**src/rtl/irq_route_pkg.sv**
```systemverilog
package irq_route_pkg;
    // register and code geometry
    localparam int REG_W   = 8;
    localparam int CODE_W  = 5;
    localparam int NUM_CH  = 22;            // priority ranks 1..22
    localparam int VEC_W   = 8;             // inputs per controller
    localparam logic [CODE_W-1:0] CODE_NMI = 5'd31;

    // rank indices (rank - 1) that sit on the slave-attach master inputs
    localparam int S1_BASE = 2;             // rank 3  -> slave 1 input 0
    localparam int S2_BASE = 12;            // rank 13 -> slave 2 input 0

    // master input positions of the two slaves
    localparam int M_SLOT_S1 = 2;
    localparam int M_SLOT_S2 = 5;
endpackage

```
**src/rtl/irq_map_regs.sv**
```systemverilog
module irq_map_regs
    import irq_route_pkg::*;
#(
    parameter int NUM_SRC = 16,
    parameter int ADDR_W  = 4
) (
    input  logic                           clk,
    input  logic                           rst_n,
    input  logic                           wr_en,
    input  logic [ADDR_W-1:0]              addr,
    input  logic [REG_W-1:0]               wdata,
    output logic [REG_W-1:0]               rdata,
    output logic [NUM_SRC-1:0][REG_W-1:0]  maps
);
    logic addr_ok;

    assign addr_ok = (int'(addr) < NUM_SRC);

    always_ff @(posedge clk) begin
        if (!rst_n) begin
            maps <= '0;
        end else if (wr_en && addr_ok) begin
            maps[addr] <= wdata;
        end
    end

    always_comb begin
        rdata = '0;
        if (addr_ok) begin
            rdata = maps[addr];
        end
    end
endmodule

```
**src/rtl/irq_code_decode.sv**
```systemverilog
module irq_code_decode
    import irq_route_pkg::*;
(
    input  logic [CODE_W-1:0] code,
    input  logic              req,
    output logic [NUM_CH-1:0] ch_hit,
    output logic              nmi_hit
);
    // one rank bit per code 1..22; every other code but 31 selects none
    always_comb begin
        for (int c = 0; c < NUM_CH; c++) begin
            ch_hit[c] = req && (code == CODE_W'(c + 1));
        end
        nmi_hit = req && (code == CODE_NMI);
    end
endmodule

```
**src/rtl/irq_vector_build.sv**
```systemverilog
module irq_vector_build
    import irq_route_pkg::*;
(
    input  logic [NUM_CH-1:0] ch_req,
    input  logic              slv1_present,
    input  logic              slv2_present,
    input  logic              slv1_cascade,
    input  logic              slv2_cascade,
    output logic [VEC_W-1:0]  master_req,
    output logic [VEC_W-1:0]  slave1_req,
    output logic [VEC_W-1:0]  slave2_req
);
    // slave vectors carry ranks only when the slave exists
    for (genvar i = 0; i < VEC_W; i++) begin : g_slave
        assign slave1_req[i] = slv1_present && ch_req[S1_BASE + i];
        assign slave2_req[i] = slv2_present && ch_req[S2_BASE + i];
    end

    always_comb begin
        master_req[0] = ch_req[0];
        master_req[1] = ch_req[1];
        master_req[M_SLOT_S1] = slv1_present ? slv1_cascade : ch_req[S1_BASE];
        master_req[3] = ch_req[10];
        master_req[4] = ch_req[11];
        master_req[M_SLOT_S2] = slv2_present ? slv2_cascade : ch_req[S2_BASE];
        master_req[6] = ch_req[20];
        master_req[7] = ch_req[21];
    end
endmodule

```
**src/rtl/irq_source_router.sv**
```systemverilog
module irq_source_router
    import irq_route_pkg::*;
#(
    parameter int NUM_SRC = 16,
    parameter int ADDR_W  = (NUM_SRC > 1) ? $clog2(NUM_SRC) : 1
) (
    input  logic               clk,
    input  logic               rst_n,
    input  logic               reg_wr,
    input  logic [ADDR_W-1:0]  reg_addr,
    input  logic [7:0]         reg_wdata,
    output logic [7:0]         reg_rdata,
    input  logic [NUM_SRC-1:0] src_req,
    input  logic               slv1_present,
    input  logic               slv2_present,
    input  logic               slv1_cascade,
    input  logic               slv2_cascade,
    output logic [7:0]         master_req,
    output logic [7:0]         slave1_req,
    output logic [7:0]         slave2_req,
    output logic               nmi_req
);
    logic [NUM_SRC-1:0][REG_W-1:0]  maps;
    logic [NUM_SRC-1:0][NUM_CH-1:0] src_ch;
    logic [NUM_SRC-1:0]             src_nmi;
    logic [NUM_CH-1:0]              ch_req;

    irq_map_regs #(
        .NUM_SRC (NUM_SRC),
        .ADDR_W  (ADDR_W)
    ) u_regs (
        .clk   (clk),
        .rst_n (rst_n),
        .wr_en (reg_wr),
        .addr  (reg_addr),
        .wdata (reg_wdata),
        .rdata (reg_rdata),
        .maps  (maps)
    );

    for (genvar s = 0; s < NUM_SRC; s++) begin : g_src
        irq_code_decode u_dec (
            .code    (maps[s][CODE_W-1:0]),
            .req     (src_req[s]),
            .ch_hit  (src_ch[s]),
            .nmi_hit (src_nmi[s])
        );
    end

    // wired-OR of all sources per rank
    always_comb begin
        ch_req = '0;
        for (int s = 0; s < NUM_SRC; s++) begin
            ch_req = ch_req | src_ch[s];
        end
    end

    assign nmi_req = |src_nmi;

    irq_vector_build u_vec (
        .ch_req       (ch_req),
        .slv1_present (slv1_present),
        .slv2_present (slv2_present),
        .slv1_cascade (slv1_cascade),
        .slv2_cascade (slv2_cascade),
        .master_req   (master_req),
        .slave1_req   (slave1_req),
        .slave2_req   (slave2_req)
    );
endmodule

```
**config.mk**
```make
export PLATFORM = sky130hd
export DESIGN_NAME = irq_source_router
export DESIGN_NICKNAME = d
export VERILOG_FILES = /design/src/rtl/irq_route_pkg.sv /design/src/rtl/irq_map_regs.sv /design/src/rtl/irq_code_decode.sv /design/src/rtl/irq_vector_build.sv /design/src/rtl/irq_source_router.sv
export SDC_FILE = /design/constraint.sdc
export NUM_CORES = 1
export LEC_CHECK = 0
export BUFFER_PORTS_ARGS = -buffer_cell sky130_fd_sc_hd__buf_2
export CAP_MARGIN = 40
export CORE_MARGIN = 4
export CORE_UTILIZATION = 35
export DETAILED_ROUTE_END_ITERATION = 7
export GPL_TIMING_DRIVEN = 0
export PLACE_DENSITY = 0.51
export SETUP_SLACK_MARGIN = 0.5
export SYNTH_ARGS = -nofsm -noshare
export SYNTH_HDL_FRONTEND = slang
export SYNTH_SLANG_ARGS = --single-unit
```
**constraint.sdc**
```tcl
create_clock -name clk -period 3.2 [get_ports clk]
set_clock_uncertainty 0.05 [all_clocks]
set_input_delay 0.64 -clock clk [delete_from_list [all_inputs] [get_ports clk]]
set_output_delay 0.64 -clock clk [all_outputs]
set_load 0.02 [all_outputs]
```
==> out/summary.txt <==
Sequential-to-total area share from yosys stat - 0.2752
Outcome - complete, no violations
Largest Register - u_regs.maps
Relative slew slack - 0.5194
Peak supply drop - 0.0003933 V
Hold crit path type - reg -> reg
DR WL/cell - 34.11 microns
Slowest-stage cell, CP - or4bb_4
Filler Cell Count - 2506
Slew at the pin closest to its max-slew limit - 0.7202 ns
Via Count - 10160
Fraction of synthesized area in multiplexers - 0.2356
Synthesized Nets - 1069
Antenna violations before repair - 2
Max Freq - 322.4 MHz
Reg2Reg Setup Slack - 2.22 ns
Clock Latency Late Sink - 0.41 ns
ANT nets after route - 0
Avg Synthesized Cell Area - 9.005 sq um
Largest net degree at the start of global routing - 17
Setup crit end - slave1_req[5]
Avg Vias per Cell - 6.616
Core area - 26130 sq um
WHS Path Cells - 2
Initial core utilization - 0.3563
CTS tree - yes
Synth warn - 0
Area after DPL - 10080 sq um
Simple-Gate Fraction of Synth Area - 0.3347
Max reg flops - 128
Most frequent cell after synthesis - nor2b_1
Drt first pass iters - 7
Unique masters post-synth - 48
Yosys top cell by area - dfxtp_1
Row cnt - 59
CP Launch Type - register
Critical R2R Launch - u_regs.maps[113]$_SDFFE_PN0P_
Synth Area in Compound Gates - 0.1153
Total track usage - 0.3498
CP Class - reg -> out
Die Ht - 171.1 microns
Cell area after layout - 12920 sq um
Final period utilization - 0.9693
Switching power - 1081 uW
Clock Power Share - 0.481
CP required - 2.51 ns
Worst Setup End Kind - output port
Drt drc - 0
Internal power - 3083 uW
Comb power frac - 0.128
Final Net Count - 1223
CP Launch Point - u_regs.maps[42]$_SDFFE_PN0P_
Post-detail-place hpwl - 38.94 mm
CP Cell Sequence - buf_6 > or4bb_4 > nor3_4 > or4_4 > a2111oi_4 > a31oi_2 > buf_4
Switching part of the total - 0.2596
CTS root buf - clkbuf_16
Num CTS Buffers - 17
Asr flop ratio synth - 0
Vias in the first global route - 9736
Share of layout cells above drive strength 1 - 0.4075
Clock buffer depth - 2
Max-capacitance violation count - 0
Crit-path max FO - 10
First-pass GRT wire length - 72.62 mm
Power per standard cell area - 322.3 nW/um^2
Post-synthesis xor/xnor area fraction - 0
Finish-stage setup viols - 0
Ant. Diodes - 0
Worst path arrival time - 2.41 ns
Die area - 29280 sq um
Area delta synth->final - 38.73%
Clock sink total - 128
Largest family of logic cells by synthesized area - simple AND/OR/NAND/NOR gates
Finished Core Util - 0.4943
Gate Count Post-Synth - 1034
Minimum clock period - 3.102 ns
1st-iter DRT viols - 1049
Grt ovf - 0
Area share of fa/ha/maj cells after synthesis - 0
Reg2reg end - u_regs.maps[113]$_SDFFE_PN0P_
Biggest regs - u_regs.maps (128)
R2R depth - 3
Final count of pins violating max slew - 0
Post-synth EDFFs - 0
Number of H-tree levels - 4
Routed Wire Length - 52.35 mm
Count of input and output buffers - 64
Part of the power in registers - 0.390
Commonest cells post-synth - 131 x nor2b_1, 128 x dfxtp_1, 128 x mux2i_1
Cell area after synthesis - 9311 sq um
RSZ-0062 raised after global routing - true
Post-synth top flop - dfxtp_1
I/O pin total - 68
Synth area leaders - dfxtp_1 28%, mux2i_1 14%, mux4_2 9.7%
Clk slew on worst S/H paths - 0.06 ns
Die W - 171.1 microns
Flop and latch count out of synthesis - 128
Post-synth top area share - 0.2752
P_leak - 0.004445 uW
Final hold vios - 0
CP max stage delay - 0.57 ns
Hold-fix buffers at CTS - 0
Placer Congestion - 1.108
metrics by stage:
stage                     setup TNS (ns)  std cells  total power [uW]  hold WS, ns  worst slack [ns]
after floorplan                        0       1034              1911       0.4268            0.5125
after global placement            -1.030       1433              2088       0.4428           -0.3195
after detailed placement         -0.5850       1436              2088       0.4513           -0.2727
after CTS                              0       1519              4147       0.4677            0.1426
after global routing                   0       1535              4271       0.4800            0.1273
final                                  0       1535              4163       0.4622           0.09819
layout by cell type, fill, tap and decap left out, types with 32 or more instances in the layout:
cell type    n
nor2b_1    131
nand4b_1    32
dfxtp_1     87
mux4_2      40
buf_4       66
buf_2       42
mux2i_1    128
nor3_1      58
o22ai_1     94
nor2_1      58
buf_6       32
critical path: cells and delay by family (launching register included):
| kind | cells | cell delay (ns) |
|---|---|---|
| AOI/OAI and AO/OA | 2 | 0.29 |
| buffers and inverters | 2 | 0.33 |
| DFF | 1 | 0.31 |
| and+or+nand+nor | 3 | 1.06 |
routing by layer:
metal / routed length (microns) / GRT usage
met1: 20150 / 0.4256
met2: 23510 / 0.5595
met3: 3910 / 0.06308
met4: 4769 / 0.2449
met5: 18 / 0
kinds of logic (layout without fill, tap and decap cells):
logic type      Yosys count  after routing
simple gates            494            494
mux                     169            169
compound gates          162            162
flops                   128            128
buf+inv                  81            247
worst min path at each step:
stage,startpoint,endpoint
global route,u_regs.maps[62]$_SDFFE_PN0P_,u_regs.maps[62]$_SDFFE_PN0P_
detailed placement,u_regs.maps[63]$_SDFFE_PN0P_,u_regs.maps[63]$_SDFFE_PN0P_
floorplan,u_regs.maps[109]$_SDFFE_PN0P_,u_regs.maps[109]$_SDFFE_PN0P_
CTS,u_regs.maps[47]$_SDFFE_PN0P_,u_regs.maps[47]$_SDFFE_PN0P_
finish,u_regs.maps[79]$_SDFFE_PN0P_,u_regs.maps[79]$_SDFFE_PN0P_
global placement,u_regs.maps[63]$_SDFFE_PN0P_,u_regs.maps[63]$_SDFFE_PN0P_
power by group through the flow:
stage                     clock network [uW]  logic, uW  registers [uW]
after CTS                               2020        503            1630
after global placement                     0        419            1670
after floorplan                            0        249            1660
after detailed placement                   0        418            1670
after global routing                    2090        555            1630
final                                   2000        534            1630
what timing repair did:
item / 4_1_cts / 5_1_grt
hold endpoints to repair: 0 / 0
resized for setup: 344 / 108
setup endpoints to repair: 33 / 33
pin swaps: 31 / 39
buffers inserted: 50 / 16
gates cloned: 2 / 0
layout make-up:
| cell class | count | area, sq um | share of cell area |
|---|---|---|---|
| multi-input cells | 825 | 7453 | 0.5770 |
| flip-flops and latches | 128 | 2659 | 0.2058 |
| repair buffers | 135 | 1124 | 0.08698 |
| plain buffers | 75 | 636.9 | 0.04930 |
| clock buffers | 18 | 439.2 | 0.03400 |
| well taps | 335 | 419.2 | 0.03245 |
| clock inverters | 13 | 163.9 | 0.01269 |
| inverters | 6 | 22.52 | 0.001744 |
(Power assumes the default switching activity.)
